--- config.mk ---
export PLATFORM = sky130hd
export DESIGN_NAME = i2c_evt_flag_unit
export DESIGN_NICKNAME = d
export VERILOG_FILES = /design/src/rtl/i2c_evt_pkg.sv /design/src/rtl/i2c_evt_prio.sv /design/src/rtl/i2c_evt_core.sv /design/src/rtl/i2c_evt_regif.sv /design/src/rtl/i2c_evt_flag_unit.sv
export SDC_FILE = /design/constraint.sdc
export NUM_CORES = 1
export LEC_CHECK = 0
export BUFFER_PORTS_ARGS = -buffer_cell sky130_fd_sc_hd__buf_2
export CORE_ASPECT_RATIO = 0.7
export CORE_MARGIN = 4
export CORE_UTILIZATION = 40
export CTS_CLUSTER_SIZE = 40
export DETAILED_ROUTE_END_ITERATION = 8
export PLACE_DENSITY = 0.8
export SLEW_MARGIN = 10
export SYNTH_ARGS = -nofsm -noshare
export SYNTH_HDL_FRONTEND = slang
export SYNTH_SLANG_ARGS = --single-unit
--- constraint.sdc ---
create_clock -name clk_i -period 3.6 [get_ports clk_i]
set_input_delay 0.54 -clock clk_i [delete_from_list [all_inputs] [get_ports clk_i]]
set_output_delay 0.54 -clock clk_i [all_outputs]
set_load 0.02 [all_outputs]
--- src/rtl/i2c_evt_pkg.sv ---
package i2c_evt_pkg;
  localparam int unsigned EVT_N   = 10;
  localparam int unsigned DW      = 8;
  localparam logic [7:0]  NO_INFO = 8'hF8;

  function automatic logic [7:0] evt_code(input int unsigned k);
    return 8'((k + 1) * 8);
  endfunction
endpackage

--- src/rtl/i2c_evt_prio.sv ---
module i2c_evt_prio #(
  parameter int unsigned N  = 10,
  localparam int unsigned IW = (N > 1) ? $clog2(N) : 1
) (
  input  logic [N-1:0]  req_i,
  output logic          valid_o,
  output logic [IW-1:0] idx_o
);
  always_comb begin
    valid_o = |req_i;
    idx_o   = '0;
    for (int i = N - 1; i >= 0; i--) begin
      if (req_i[i]) idx_o = IW'(i);
    end
  end
endmodule

--- src/rtl/i2c_evt_core.sv ---
module i2c_evt_core
  import i2c_evt_pkg::*;
#(
  parameter int unsigned N = EVT_N,
  localparam int unsigned IW = (N > 1) ? $clog2(N) : 1
) (
  input  logic          clk_i,
  input  logic          rst_ni,
  input  logic          hit_i,
  input  logic [IW-1:0] hit_idx_i,
  input  logic          abort_i,
  input  logic          clr_flag_i,
  input  logic          clr_ovr_i,
  input  logic          ie_we_i,
  input  logic          ie_d_i,
  output logic          flag_o,
  output logic          ovr_o,
  output logic          ie_o,
  output logic [7:0]    stat_o
);
  logic       flag_q, ovr_q, ie_q;
  logic [7:0] code_q, stat_q;
  logic [7:0] code_tab [N];

  for (genvar k = 0; k < N; k++) begin : g_code
    assign code_tab[k] = evt_code(k);
  end

  always_ff @(posedge clk_i or negedge rst_ni) begin
    if (!rst_ni) begin
      flag_q <= 1'b0;
      ovr_q  <= 1'b0;
      ie_q   <= 1'b0;
      code_q <= NO_INFO;
      stat_q <= NO_INFO;
    end else begin
      if (ie_we_i) ie_q <= ie_d_i;
      if (abort_i) begin
        flag_q <= 1'b0;
        ovr_q  <= 1'b0;
        stat_q <= NO_INFO;
      end else begin
        if (hit_i && !flag_q) begin
          flag_q <= 1'b1;
          code_q <= code_tab[hit_idx_i];
        end else if (clr_flag_i) begin
          flag_q <= 1'b0;
        end
        if (hit_i && flag_q)  ovr_q <= 1'b1;
        else if (clr_ovr_i)   ovr_q <= 1'b0;
        // status trails the flag by one cycle
        stat_q <= flag_q ? code_q : NO_INFO;
      end
    end
  end

  assign flag_o = flag_q;
  assign ovr_o  = ovr_q;
  assign ie_o   = ie_q;
  assign stat_o = flag_q ? stat_q : NO_INFO;
endmodule

--- src/rtl/i2c_evt_regif.sv ---
module i2c_evt_regif (
  input  logic       wr_en_i,
  input  logic       addr_i,
  input  logic [7:0] wdata_i,
  input  logic       flag_i,
  input  logic       ovr_i,
  input  logic       ie_i,
  input  logic [7:0] stat_i,
  output logic       clr_flag_o,
  output logic       clr_ovr_o,
  output logic       ie_we_o,
  output logic       ie_d_o,
  output logic [7:0] rdata_o
);
  logic ctrl_we;
  assign ctrl_we    = wr_en_i && !addr_i;
  assign clr_flag_o = ctrl_we && wdata_i[7];
  assign clr_ovr_o  = ctrl_we && wdata_i[6];
  assign ie_we_o    = ctrl_we;
  assign ie_d_o     = wdata_i[0];
  assign rdata_o    = addr_i ? stat_i : {flag_i, ovr_i, 5'b0, ie_i};
endmodule

--- src/rtl/i2c_evt_flag_unit.sv ---
module i2c_evt_flag_unit
  import i2c_evt_pkg::*;
#(
  parameter int unsigned NUM_EVT = EVT_N,
  localparam int unsigned IW = (NUM_EVT > 1) ? $clog2(NUM_EVT) : 1
) (
  input  logic               clk_i,
  input  logic               rst_ni,
  input  logic [NUM_EVT-1:0] evt_i,
  input  logic               gie_i,
  input  logic               pd_wait_i,
  input  logic               wake_i,
  input  logic               wr_en_i,
  input  logic               addr_i,
  input  logic [7:0]         wdata_i,
  output logic [7:0]         rdata_o,
  output logic               scl_hold_o,
  output logic               irq_o
);
  logic          hit, abort, flag, ovr, ie;
  logic          clr_flag, clr_ovr, ie_we, ie_d;
  logic [IW-1:0] hit_idx;
  logic [7:0]    stat_view;

  assign abort = pd_wait_i && wake_i;

  i2c_evt_prio #(.N(NUM_EVT)) u_prio (
    .req_i(evt_i), .valid_o(hit), .idx_o(hit_idx)
  );

  i2c_evt_core #(.N(NUM_EVT)) u_core (
    .clk_i, .rst_ni,
    .hit_i(hit), .hit_idx_i(hit_idx), .abort_i(abort),
    .clr_flag_i(clr_flag), .clr_ovr_i(clr_ovr),
    .ie_we_i(ie_we), .ie_d_i(ie_d),
    .flag_o(flag), .ovr_o(ovr), .ie_o(ie), .stat_o(stat_view)
  );

  i2c_evt_regif u_regif (
    .wr_en_i, .addr_i, .wdata_i,
    .flag_i(flag), .ovr_i(ovr), .ie_i(ie), .stat_i(stat_view),
    .clr_flag_o(clr_flag), .clr_ovr_o(clr_ovr),
    .ie_we_o(ie_we), .ie_d_o(ie_d), .rdata_o
  );

  assign scl_hold_o = flag;
  assign irq_o      = flag && ie && gie_i;
endmodule

=== After elaboration in Yosys (flattened, before gate mapping) ===
Memory sizes are Yosys's and may differ from the RTL's. A register that Yosys moved wholly into a read port is not among the register bits.
Cells that the tools add are included.
W data, S select, Z words.

* Bits in registers: 11
* Memory bits (read-only): 128
* Input bits: 25
* Output and inout bits: 10
* Logic and storage cells: 42
* Memories: 1

{| class="wikitable"
|+ Memories
! memory !! words !! width !! rd ports !! clocked after Yosys merged registers in !! write ports !! RTL line !! text
|-
| (no name shown) || 16 || 8 || 1 || 1 || 0 || i2c_evt_core.sv:45 || <nowiki>code_q <= code_tab[hit_idx_i];</nowiki>
|}

* Multiplexer cells: 20
* Bitwise logic cells: 2
* Reduce and logical (&&, ||, !) cells: 15

{| class="wikitable"
|+ Operator list
! operator !! number
|-
| $mux W4 || 10
|-
| $mux W8 || 4
|-
| $reduce_or A10 Y1 || 1
|-
| $logic_and A1 B1 Y1 || 8
|-
| $mux W1 || 6
|-
| $reduce_bool A3 Y1 || 2
|-
| $not A4 Y5 || 1
|-
| $logic_not A1 Y1 || 3
|-
| $reduce_and A2 Y1 || 1
|-
| $not A1 Y1 || 1
|}

=== Depth between registers and ports, before layout ===
* Depth in word-level cells: 11
* Mapped depth: 8
* Gate-level depth less buffers: 8

=== Cells and area by module ===
Synthesis repeated with hierarchy kept, for this count alone.

* Cells, all modules: 85
* Area total of the unflattened synthesis: 834.6 sq um

{| class="wikitable"
|+ Modules (own cells, without submodules)
! module !! instances !! cells each !! area an instance (sq um) !! seq. area each (sq um)
|-
| i2c_evt_core || 1 || 52 || 605.6 || 337.8
|-
| i2c_evt_regif || 1 || 13 || 115.1 || 0.0
|-
| i2c_evt_prio || 1 || 18 || 101.3 || 0.0
|-
| i2c_evt_flag_unit || 1 || 2 || 12.5 || 0.0
|}

=== Worst setup path after synthesis ===
Ideal clock, no wire load.

* Path type: in2reg
* From: in evt_i[8]
* To: reg u_core.code_q[4]
* Setup time: 83 ps
* Arrival: 1,681 ps
* Data required time: 3,517 ps
* Slack: 1,836 ps
* Stages: 7
* Path buffers: 0
* Cells stage by stage: nand2b_1 -> a221oi_1 -> o31a_1 -> ha_1 -> nand2_1 -> mux2i_1 -> a221o_1

* Longest elaborated chain between the ends: 10
* Elaborated cells between the ends (all ways): 13
* Those cells by class: mux: 9; bitwise: 1; reduce/logical: 3

{| class="wikitable"
|+ Ends and longest elaborated chain
! what !! RTL line !! text
|-
| from (decl) || i2c_evt_flag_unit.sv:9 || <nowiki>input logic [NUM_EVT-1:0] evt_i,</nowiki>
|-
| $mux W4 (9 in series) || i2c_evt_prio.sv:13 || <nowiki>if (req_i[i]) idx_o = IW'(i);</nowiki>
|-
| $not A4 Y5 (not written as such) || i2c_evt_core.sv:45 ||
|-
| to (decl) || i2c_evt_core.sv:22 || <nowiki>logic [7:0] code_q, stat_q;</nowiki>
|}

Parallel ways exist; a longest one is shown, timed or not.
A chain may end at the register's enable or synchronous reset.

=== Final worst setup path ===
* From: reg u_core.flag_q (netlist: u_core.flag_o)
* To: out rdata_o[6]

* Longest elaborated chain between the ends: 2

{| class="wikitable"
|+ Ends and longest elaborated chain
! what !! RTL line !! text
|-
| from (decl) || i2c_evt_core.sv:21 || <nowiki>logic flag_q, ovr_q, ie_q;</nowiki>
|-
| from (signal assigned) || i2c_evt_core.sv:31 || <nowiki>flag_q <= 1'b0;</nowiki>
|-
| from (signal assigned) || i2c_evt_core.sv:39 || <nowiki>flag_q <= 1'b0;</nowiki>
|-
| from (signal assigned) || i2c_evt_core.sv:44 || <nowiki>flag_q <= 1'b1;</nowiki>
|-
| $mux W8 || i2c_evt_core.sv:60 || <nowiki>assign stat_o = flag_q ? stat_q : NO_INFO;</nowiki>
|-
| $mux W8 || i2c_evt_regif.sv:21 || <nowiki>assign rdata_o = addr_i ? stat_i : {flag_i, ovr_i, 5'b0, ie_i};</nowiki>
|-
| to (decl) || i2c_evt_flag_unit.sv:16 || <nowiki>output logic [7:0] rdata_o,</nowiki>
|}

Every way passes these cells.

==> flow_metrics.env <==
export IMPL_status="finished, final reports clean"
export IMPL_drv_cap=0
export IMPL_grt_use_total_pct=13.1
export IMPL_crit_chain="nand2_1 > o22a_1 > buf_2"
export IMPL_stdcell_count=131
export IMPL_netSwitchingFraction_pct=34.4
export IMPL_clockBufferDepth=2
export IMPL_fin_nets=138
export IMPL_async_flop_share_pct=100
export IMPL_cts_tree="built"
export IMPL_ys_warn_count=0
export IMPL_synth_top_family_by_area="simple AND/OR/NAND/NOR gates"
export IMPL_critPathKind="reg2out"
export IMPL_syn_area_per_cell_um2=9.31
export IMPL_setup_viol=0
export IMPL_ys_ff_latch=13
export IMPL_drt_iter0_markers=16
export IMPL_io_pin_count=35
export IMPL_portBuffers=27
export IMPL_multi_input_area_um2=375
export IMPL_seqCellArea_um2=338
export IMPL_grt_pass1_wl_um=2500
export IMPL_critical_path_buf_inv_count=1
export IMPL_grt_pass1_vias=553
export IMPL_slowest_delay_ns=0.50
export IMPL_crit_fanout=10
export IMPL_critPathSlowestCell="dfrtp_1"
export IMPL_core_um2=1680
export IMPL_rsz0062_at_grt="no"
export IMPL_antenna_cells=0
export IMPL_arrival_ns=1.22
export IMPL_cts_setup_buffers=0
export IMPL_synth_compound_area_share_pct=15.9
export IMPL_end_kind="primary output"
export IMPL_synthXorXnorAreaFrac_pct=0
export IMPL_areaGrowthSynthToFinish_pct=22.9
export IMPL_insertion_delay_ns=0.27
export IMPL_vias=675
export IMPL_finalPower_uw=530
export IMPL_holdBufCountCts=0
export IMPL_cts_buffers=3
export IMPL_peakVddDrop_v=0.000301
export IMPL_remaining_drc_errors=0
export IMPL_rows=12
export IMPL_final_common_cell="buf_2"
export IMPL_clock_sinks=13
export IMPL_hold_viol_final=0
export IMPL_synth_simple_area_share_pct=25.4
export IMPL_grt_max_degree=14
export IMPL_p_leak_uw=0.000441
export IMPL_routed_via_density=5.15
export IMPL_fmax_ghz=0.568
export IMPL_final_cell_mix="buf_2, dfstp_2, nand2_1"
export IMPL_finalCritPeriodShare_pct=48.9
export IMPL_avgRoutedWirePerCell_um=11.9
export IMPL_fp_dieW_um=59.9
export IMPL_fin_skew_ns=0.00232
export IMPL_gr_total_overflow=0
export IMPL_clock_root_buffer="clkbuf_4"
export IMPL_start_kind="register"
export IMPL_synth_edf_count=0
export IMPL_nFillCells=159
export IMPL_placedCellCount=127
export IMPL_start_util_pct=44.9
export IMPL_ys_seq_area_share_pct=44.8
export IMPL_ys_flop_type="dfstp_2"
export IMPL_post_dp_hpwl_um=1300
export IMPL_hp_class="in2async"
export IMPL_p_per_area_nw_per_um2=572
export IMPL_die_h_um=44.3
export IMPL_synthCells=81
export IMPL_finalSetupTns_ns=0
export IMPL_synth_fa_ha_area_share_pct=3.32
export IMPL_combPwrFrac_pct=35.5
export IMPL_p_int_uw=348
export IMPL_switchingPower_uw=182
export IMPL_clk_pin_slew_ns=0.07
export IMPL_drtPass1Iterations=4
export IMPL_drt_total_wl_um=1560
export IMPL_die_area_um2=2660
export IMPL_synth_cell_types=31
export IMPL_cp_required_ns=3.06
export IMPL_p_seq_share_pct=48.2
export IMPL_post_cts_resized=0
export IMPL_postRouteAntennaNets=0
export IMPL_path_delay_family="flip-flops"
export IMPL_synth_area_um2=754
export IMPL_gp_congestion=0.870
export IMPL_drive_gt1_share_pct=40.9
export IMPL_power_frac_clock_pct=16.3
export IMPL_synthMuxAreaShare_pct=4.15
export IMPL_antenna_found_initial=0
export IMPL_layout_min_cycle_time_ns=1.76
export IMPL_drv_slew=0
export IMPL_htreeDepth=1
worst register-to-register path, stage by stage (launching register included):
cell	delay, ns
dfrtp_1	0.48
or2b_2	0.37
a21oi_1	0.39
mux2i_1	0.24
final cells by class:
cell class	count	share of cell area, %
repair buffers	27	14.6
flip-flops and latches	13	36.4
well taps	21	2.83
clock buffers	4	2.83
multi-input cells	59	40.5
inverters	7	2.83
routing by layer:
metal,vias up,track usage (%),share of wire (%)
met1,312,16.0,41
met5,-,0,0
met4,0,5.31,0.96
li1,334,-,-
met3,2,5.25,7.3
met2,27,20.5,51
synthesized netlist by cell type, drive strengths merged, types with 2 or more instances:
master | number | area (µm²)
a21boi | 3 | 22.5
a21oi | 5 | 25.0
buf | 2 | 15.0
dfrtp | 3 | 75.1
dfstp | 10 | 263
ha | 2 | 25.0
inv | 7 | 26.3
mux2i | 2 | 20.0
nand2 | 9 | 33.8
nand2b | 4 | 25.0
nor2 | 8 | 37.5
nor2b | 3 | 18.8
nor3 | 4 | 20.0
nor4 | 2 | 12.5
or4 | 2 | 22.5
registers in the layout, summed over array words and instances, names as in the netlist:
signal,flops
u_core.code_q,5
u_core.stat_q,5
u_core.flag_o,1
u_core.ie_o,1
u_core.ovr_o,1
cell families after synthesis:
| group | count (synthesis) |
|---|---|
| AND/OR/NAND/NOR | 35 |
| AO/OA/AOI/OAI | 17 |
| flip-flops | 13 |
| buffers and inverters | 10 |
| multiplexers | 3 |
| adder cells (fa/ha/maj) | 2 |
| other | 1 |
metrics by stage:
stage | setup WS, ns | cell area, µm² | hold slack [ns] | util, %
floorplan | 1.84 | 758 | 0.244 | -
global route | 1.76 | 927 | 0.130 | 55.1
finish | 1.84 | 927 | 0.133 | 55.1
CTS | 1.84 | 927 | 0.137 | 55.1
detailed placement | 1.56 | 901 | 0.435 | 53.6
global placement | 1.59 | 901 | 0.429 | 53.6
final timing paths:
| check | startpoint | endpoint | slack, ns | depth (start not counted) |
|---|---|---|---|---|
| setup / recovery | u_core.flag_o | rdata_o[6] | 1.84 | 3 |
| hold / removal | rst_ni | u_core.ie_o | 0.13 | 1 |
| setup reg to reg | u_core.flag_o | u_core.code_q[3] | 2.06 | 3 |
| hold reg to reg | u_core.code_q[5] | u_core.stat_q[5] | 0.47 | 2 |
| max in group asynchronous | rst_ni | u_core.stat_q[3] | 3.19 | 1 |
| min in group clk_i | u_core.code_q[5] | u_core.stat_q[5] | 0.47 | 2 |
power groups by stage:
stage / clock network, µW / logic, µW / registers (µW)
floorplan: 0 / 130 / 256
global placement: 0 / 185 / 255
detailed placement: 0 / 190 / 259
CTS: 88.9 / 191 / 256
global route: 100 / 210 / 264
finish: 86.3 / 188 / 256
Note: power is estimated with default switching activity, not from simulation.
